$ cat src/rtl/gpio_evt_pkg.sv
package gpio_evt_pkg;
    localparam int IO_W  = 16;
    localparam int SEL_W = $clog2(IO_W);
    localparam int EVT_W = SEL_W + 1;
    localparam int DB_W  = 9;
    localparam int AW    = 6;

    localparam logic [AW-1:0] OFS_IN    = 6'h00;
    localparam logic [AW-1:0] OFS_OUT   = 6'h04;
    localparam logic [AW-1:0] OFS_DIR   = 6'h08;
    localparam logic [AW-1:0] OFS_EVT   = 6'h18;
    localparam logic [AW-1:0] OFS_EDGE  = 6'h1C;
    localparam logic [AW-1:0] OFS_STAT  = 6'h24;
    localparam logic [AW-1:0] OFS_MASK  = 6'h2C;
    localparam logic [AW-1:0] OFS_DEB   = 6'h30;
    localparam logic [AW-1:0] OFS_LATCH = 6'h34;

    typedef struct packed {
        logic [IO_W-1:0]  outv;
        logic [IO_W-1:0]  dir;
        logic [IO_W-1:0]  edge_sel;
        logic [IO_W-1:0]  mask;
        logic [IO_W-1:0]  status;
        logic [IO_W-1:0]  latch;
        logic [EVT_W-1:0] evt;
        logic [DB_W-1:0]  deb;
        logic             rvalid;
        logic [IO_W-1:0]  rdata;
    } gpio_state_t;
endpackage

$ cat src/rtl/gpio_evt_sync.sv
module gpio_evt_sync #(
    parameter int WIDTH = 16
) (
    input  logic             clk,
    input  logic             rst_n,
    input  logic [WIDTH-1:0] raw_in,
    output logic [WIDTH-1:0] smp_q,
    output logic [WIDTH-1:0] prev_q
);
    logic [WIDTH-1:0] meta_q;

    always_ff @(posedge clk) begin
        if (!rst_n) begin
            meta_q <= '0;
            smp_q  <= '0;
            prev_q <= '0;
        end else begin
            meta_q <= raw_in;
            smp_q  <= meta_q;
            prev_q <= smp_q;
        end
    end
endmodule

$ cat src/rtl/gpio_evt_detect.sv
module gpio_evt_detect #(
    parameter int WIDTH = 16
) (
    input  logic [WIDTH-1:0] smp,
    input  logic [WIDTH-1:0] prev,
    input  logic [WIDTH-1:0] edge_sel,
    input  logic [WIDTH-1:0] dir,
    input  logic [WIDTH-1:0] mask,
    input  logic             fclk_en,
    output logic [WIDTH-1:0] hit,
    output logic [WIDTH-1:0] chg
);
    for (genvar i = 0; i < WIDTH; i++) begin : g_bit
        logic rise_w;
        logic fall_w;
        assign rise_w = smp[i] & ~prev[i];
        assign fall_w = ~smp[i] & prev[i];
        assign chg[i] = smp[i] ^ prev[i];
        assign hit[i] = (edge_sel[i] ? rise_w : fall_w)
                        & dir[i] & ~mask[i] & fclk_en;
    end
endmodule

$ cat src/rtl/gpio_evt_ctrl.sv
module gpio_evt_ctrl
    import gpio_evt_pkg::*;
(
    input  logic            clk,
    input  logic            rst_n,
    input  logic            fclk_en,
    input  logic            bus_rd,
    input  logic            bus_wr,
    input  logic [AW-1:0]   bus_addr,
    input  logic [IO_W-1:0] bus_wdata,
    output logic [IO_W-1:0] bus_rdata,
    output logic            bus_rvalid,
    input  logic [IO_W-1:0] pin_in,
    output logic [IO_W-1:0] pin_out,
    output logic [IO_W-1:0] pin_oe,
    output logic            irq
);
    gpio_state_t st_d, st_q;
    logic [IO_W-1:0] smp_w, prev_w, hit_w, chg_w;
    logic [IO_W-1:0] rd_val;
    logic [IO_W-1:0] stat_base;

    gpio_evt_sync #(.WIDTH(IO_W)) u_sync (
        .clk    (clk),
        .rst_n  (rst_n),
        .raw_in (pin_in),
        .smp_q  (smp_w),
        .prev_q (prev_w)
    );

    gpio_evt_detect #(.WIDTH(IO_W)) u_detect (
        .smp      (smp_w),
        .prev     (prev_w),
        .edge_sel (st_q.edge_sel),
        .dir      (st_q.dir),
        .mask     (st_q.mask),
        .fclk_en  (fclk_en),
        .hit      (hit_w),
        .chg      (chg_w)
    );

    always_comb begin
        rd_val = '0;
        case (bus_addr)
            OFS_IN:    rd_val = smp_w;
            OFS_OUT:   rd_val = st_q.outv;
            OFS_DIR:   rd_val = st_q.dir;
            OFS_EVT:   rd_val = IO_W'(st_q.evt);
            OFS_EDGE:  rd_val = st_q.edge_sel;
            OFS_STAT:  rd_val = st_q.status;
            OFS_MASK:  rd_val = st_q.mask;
            OFS_DEB:   rd_val = IO_W'(st_q.deb);
            OFS_LATCH: rd_val = st_q.latch;
            default:   rd_val = '0;
        endcase

        st_d        = st_q;
        st_d.rvalid = bus_rd;
        st_d.rdata  = bus_rd ? rd_val : '0;

        if (bus_wr) begin
            case (bus_addr)
                OFS_OUT:  st_d.outv     = bus_wdata;
                OFS_DIR:  st_d.dir      = bus_wdata;
                OFS_EVT:  st_d.evt      = bus_wdata[EVT_W-1:0];
                OFS_EDGE: st_d.edge_sel = bus_wdata;
                OFS_MASK: st_d.mask     = bus_wdata;
                OFS_DEB:  st_d.deb      = bus_wdata[DB_W-1:0];
                default:  ;
            endcase
        end

        stat_base = st_q.status;
        if (bus_rd && bus_addr == OFS_STAT)
            stat_base = st_q.status & ~st_q.mask;
        st_d.status = stat_base | hit_w;

        if (st_q.evt[0] && chg_w[st_q.evt[EVT_W-1:1]])
            st_d.latch = smp_w;
    end

    always_ff @(posedge clk) begin
        if (!rst_n) begin
            st_q          <= '0;
            st_q.dir      <= '1;
        end else begin
            st_q <= st_d;
        end
    end

    assign bus_rdata  = st_q.rdata;
    assign bus_rvalid = st_q.rvalid;
    assign pin_oe     = ~st_q.dir;
    assign pin_out    = st_q.outv & ~st_q.dir;
    assign irq        = |st_q.status;

    AST_DRIVE_ONLY_ENABLED: assert property (@(posedge clk) disable iff (!rst_n)
        ((pin_out & ~pin_oe) == '0));
    AST_STATUS_QUALIFIED: assert property (@(posedge clk) disable iff (!rst_n)
        ((st_q.status & ~$past(st_q.status)
          & ~($past(st_q.dir & ~st_q.mask) & {IO_W{$past(fclk_en)}})) == '0));
    AST_CLEAR_ONLY_MASKED: assert property (@(posedge clk) disable iff (!rst_n)
        ((~st_q.status & $past(st_q.status) & ~$past(st_q.mask)) == '0));
    AST_IRQ_FROM_HIT: assert property (@(posedge clk) disable iff (!rst_n)
        $rose(irq) |-> $past(|hit_w));
    AST_LATCH_HOLD: assert property (@(posedge clk) disable iff (!rst_n)
        !$past(st_q.evt[0]) |-> $stable(st_q.latch));
    AST_READ_RESPONSE: assert property (@(posedge clk) disable iff (!rst_n)
        bus_rd |=> bus_rvalid);
endmodule

$ cat config.mk
export PLATFORM = sky130hd
export DESIGN_NAME = gpio_evt_ctrl
export DESIGN_NICKNAME = d
export VERILOG_FILES = /design/src/rtl/gpio_evt_pkg.sv /design/src/rtl/gpio_evt_sync.sv /design/src/rtl/gpio_evt_detect.sv /design/src/rtl/gpio_evt_ctrl.sv
export SDC_FILE = /design/constraint.sdc
export NUM_CORES = 1
export LEC_CHECK = 0
export BUFFER_PORTS_ARGS = -buffer_cell sky130_fd_sc_hd__clkbuf_2
export CORE_UTILIZATION = 63
export CTS_CLUSTER_DIAMETER = 30
export DETAILED_ROUTE_END_ITERATION = 6
export PLACE_DENSITY = 0.85
export SLEW_MARGIN = 10
export SYNTH_ARGS = -nofsm -noshare
export SYNTH_HDL_FRONTEND = slang
export SYNTH_HIERARCHICAL = 1
export SYNTH_SLANG_ARGS = --single-unit
export TNS_END_PERCENT = 5
$ cat constraint.sdc
create_clock -name clk -period 3.9 [get_ports clk]
set_input_delay 0.39 -clock clk [delete_from_list [all_inputs] [get_ports clk]]
set_output_delay 0.39 -clock clk [all_outputs]
set_load 0.1 [all_outputs]
==> reports/metrics.yaml <==
cts:
  cts_root_buffer: "clkbuf_16"
  clkSinkCount: 175
  htree_num_levels: 4
  clk_path_buf_depth: 2
  numCtsBuffers: 17
  hold_buffers: 0
  clk_latency_ns: 0.43
  clkTransAtPathRegs_ns: 0.06
  cts_tree: "done"
  cts_resized: 0
  cts_setup_buffers: 0
finish:
  final_common_cell: "nand2_1"
  antenna_cells: 0
  area_delta_synth_final_pct: 11.4
  drive_above_1_share_pct: 19.0
  layout_common_cells: "nand2_1, dfxtp_1, clkbuf_2, inv_1, a21boi_0"
  final_cell_area_sq_mm: 0.00890
  final_nets: 994
  layout.cells.non_filler: 1100
sta:
  max_clock_freq_mhz: 382
  setup_ws_ns: 1.29
  period_needed_ns: 2.61
  setup_viol: 0
  fin_crit_sh_pct: 67.0
  rsz0062_at_grt: "false"
  drv_slew: 0
  relSlewSlack_pct: 30.8
  finalSetupTns_ns: 0
  hold_viol: 0
  worst_pin_slew_ns: 1.04
  clock_skew_ns: 0.00805
outcome:
  violations: "design-rule violations"
  outcome: "finished, violations left"
floorplan:
  core_area_sq_mm: 0.0122
  die_y_microns: 115
  fp-row-count: 40
  io_pins: 93
  initial_core_util_pct: 65.4
  die_w_microns: 115
  fp.dieArea_sq_mm: 0.0131
place:
  place_area_sq_mm: 0.00829
  dp.cells: 1068
  dp_hpwl_mm: 13.4
  place.port_buffers: 92
  gp_congestion: 0.862
  pre_cts_ws_ns: 1.16
synth:
  async_flop_share_pct: 0
  ys.warnings.count: 6
  syn_inst: 868
  synth_area_sq_mm: 0.00799
  synth_cell_type_count: 49
  postSynthAreaPerCell_sq_um: 9.21
  synth-seq-cells: 175
  synth_edf_count: 0
  syn-num-nets: 943
  ys_seq_area_share_pct: 43.8
  synth_flop_cell: "dfxtp_1"
grt:
  grt_first_pass_wirelength_mm: 30.9
  grt_max_degree: 123
  antenna_found_initial: 0
  grt_overflow: 0
  first_global_vias: 5886
  track_usage_pct: 31.3
detailed_routing:
  drt_iter0_markers: 1182
  first_pass_iters: 7
  dr_total_vias: 6563
  drcViolationCount: 14
  ant_nets: 0
  wl_per_cell_microns: 18.1
  viasPerCell: 5.97
  drt_wl_total_mm: 19.9
pwr:
  p_leak_uw: 0.00357
  power.total_uw: 3790
  vdd_ir_drop_max_mv: 0.309
  power.density_mw_per_mm2: 426
worst_setup_path:
  path_max_fanout: 16
  r2r_slack_ns: 1.29
  crit_top_cell: "inv_1"
  endpoint_kind: "register"
  startpoint_type: "register"
  slowest_stage: "a41oi_4"
  crit_path_max_incr_delay_ns: 0.78
  cp_cell_sequence: "inv_1 -> ha_1 -> inv_1 -> mux4_1 -> nand2b_4 -> a41oi_4 -> mux2i_1"
  cp.arrival_ns: 2.96
  worstSetupPathType: "reg -> reg"
  required_ns: 4.25
hold_path:
  min_path_type: "in -> reg"
flow_run:
  drv_cap: 0
==> synthesized netlist by cell type (14+ instances only) <==
master / instances / area share (%)
mux2i_1: 36 / 4.5
buf_4: 21 / 2.0
dfxtp_1: 175 / 44
nand3_1: 14 / 0.88
o21a_1: 16 / 1.5
nand2_1: 187 / 8.8
a31oi_1: 16 / 1.3
and2_1: 32 / 2.5
o211ai_1: 16 / 1.5
ha_1: 32 / 5.0
nor2b_1: 18 / 1.4
a21boi_0: 58 / 5.4
and2_2: 22 / 2.1
a21boi_1: 20 / 1.9
a222oi_1: 37 / 4.6
clkbuf_1: 22 / 1.0
inv_1: 67 / 3.1
==> flip-flops by register name, summed over array words and instances, names as in the netlist <==
| register | flops |
|---|---|
| bus_rdata | 16 |
| bus_rvalid | 1 |
| u_sync/smp_q | 16 |
| u_sync/meta_q | 16 |
| st_q | 110 |
| u_sync/prev_q | 16 |
==> metal layers <==
metal,global-route usage [%],vias to the layer above,part of all wire [%]
met4,12.5,0,2.0
li1,-,3052,-
met3,9.69,39,13
met1,43.2,3046,42
met5,0,-,0
met2,45.6,426,43
==> worst max-delay path, delay by kind of cell, from the launching register on <==
| kind | cells | cell delay, ns |
|---|---|---|
| compound gates | 1 | 0.78 |
| flops | 1 | 0.45 |
| buf+inv | 2 | 0.10 |
| fa+ha+maj | 1 | 0.27 |
| simple gates | 1 | 0.17 |
| mux | 2 | 0.75 |
==> logic make-up after synthesis <==
logic type                 after synthesis  share of synthesized area [%]
AOI/OAI and AO/OA                      173                           17.4
adders and majority gates               32                           5.01
buffers and inverters                  135                           8.70
DFF                                    175                           43.8
muxes                                   38                           5.12
and+or+nand+nor                        315                           19.9
==> per-stage QoR <==
step	hold slack (ns)	utilization, %
CTS	0.153	72.9
finish	0.161	72.9
global route	0.163	72.9
detailed placement	0.418	67.9
floorplan	0.412	-
global placement	0.415	67.9
==> worst paths after layout <==
path,startpoint,to,depth (start not counted)
setup / recovery,u_sync/smp_q[6]$_SDFF_PN0_,st_q[39]$_SDFFE_PN0P_,7
setup reg to reg,u_sync/smp_q[6]$_SDFF_PN0_,st_q[39]$_SDFFE_PN0P_,7
hold reg to reg,u_sync/meta_q[12]$_SDFF_PN0_,u_sync/smp_q[12]$_SDFF_PN0_,1
hold / removal,pin_in[5],u_sync/meta_q[5]$_SDFF_PN0_,2
==> final cells by class <==
cell class              count  area [sq um]
multi-input cells         558          3800
flip-flops and latches    175          3500
fillers                   950          3310
repair buffers            100           523
clock buffers              19           453
inverters                  67           251
well taps                 168           210
clock inverters            13           163
==> power breakdown <==
group	internal, uW	leakage [uW]	switching [uW]
clock network	1040	0.000295	703
logic	73.0	0.00186	139
registers	1820	0.00142	22.9
total	2930	0.00357	865
No activity file was read; power rests on OpenSTA's default activity.
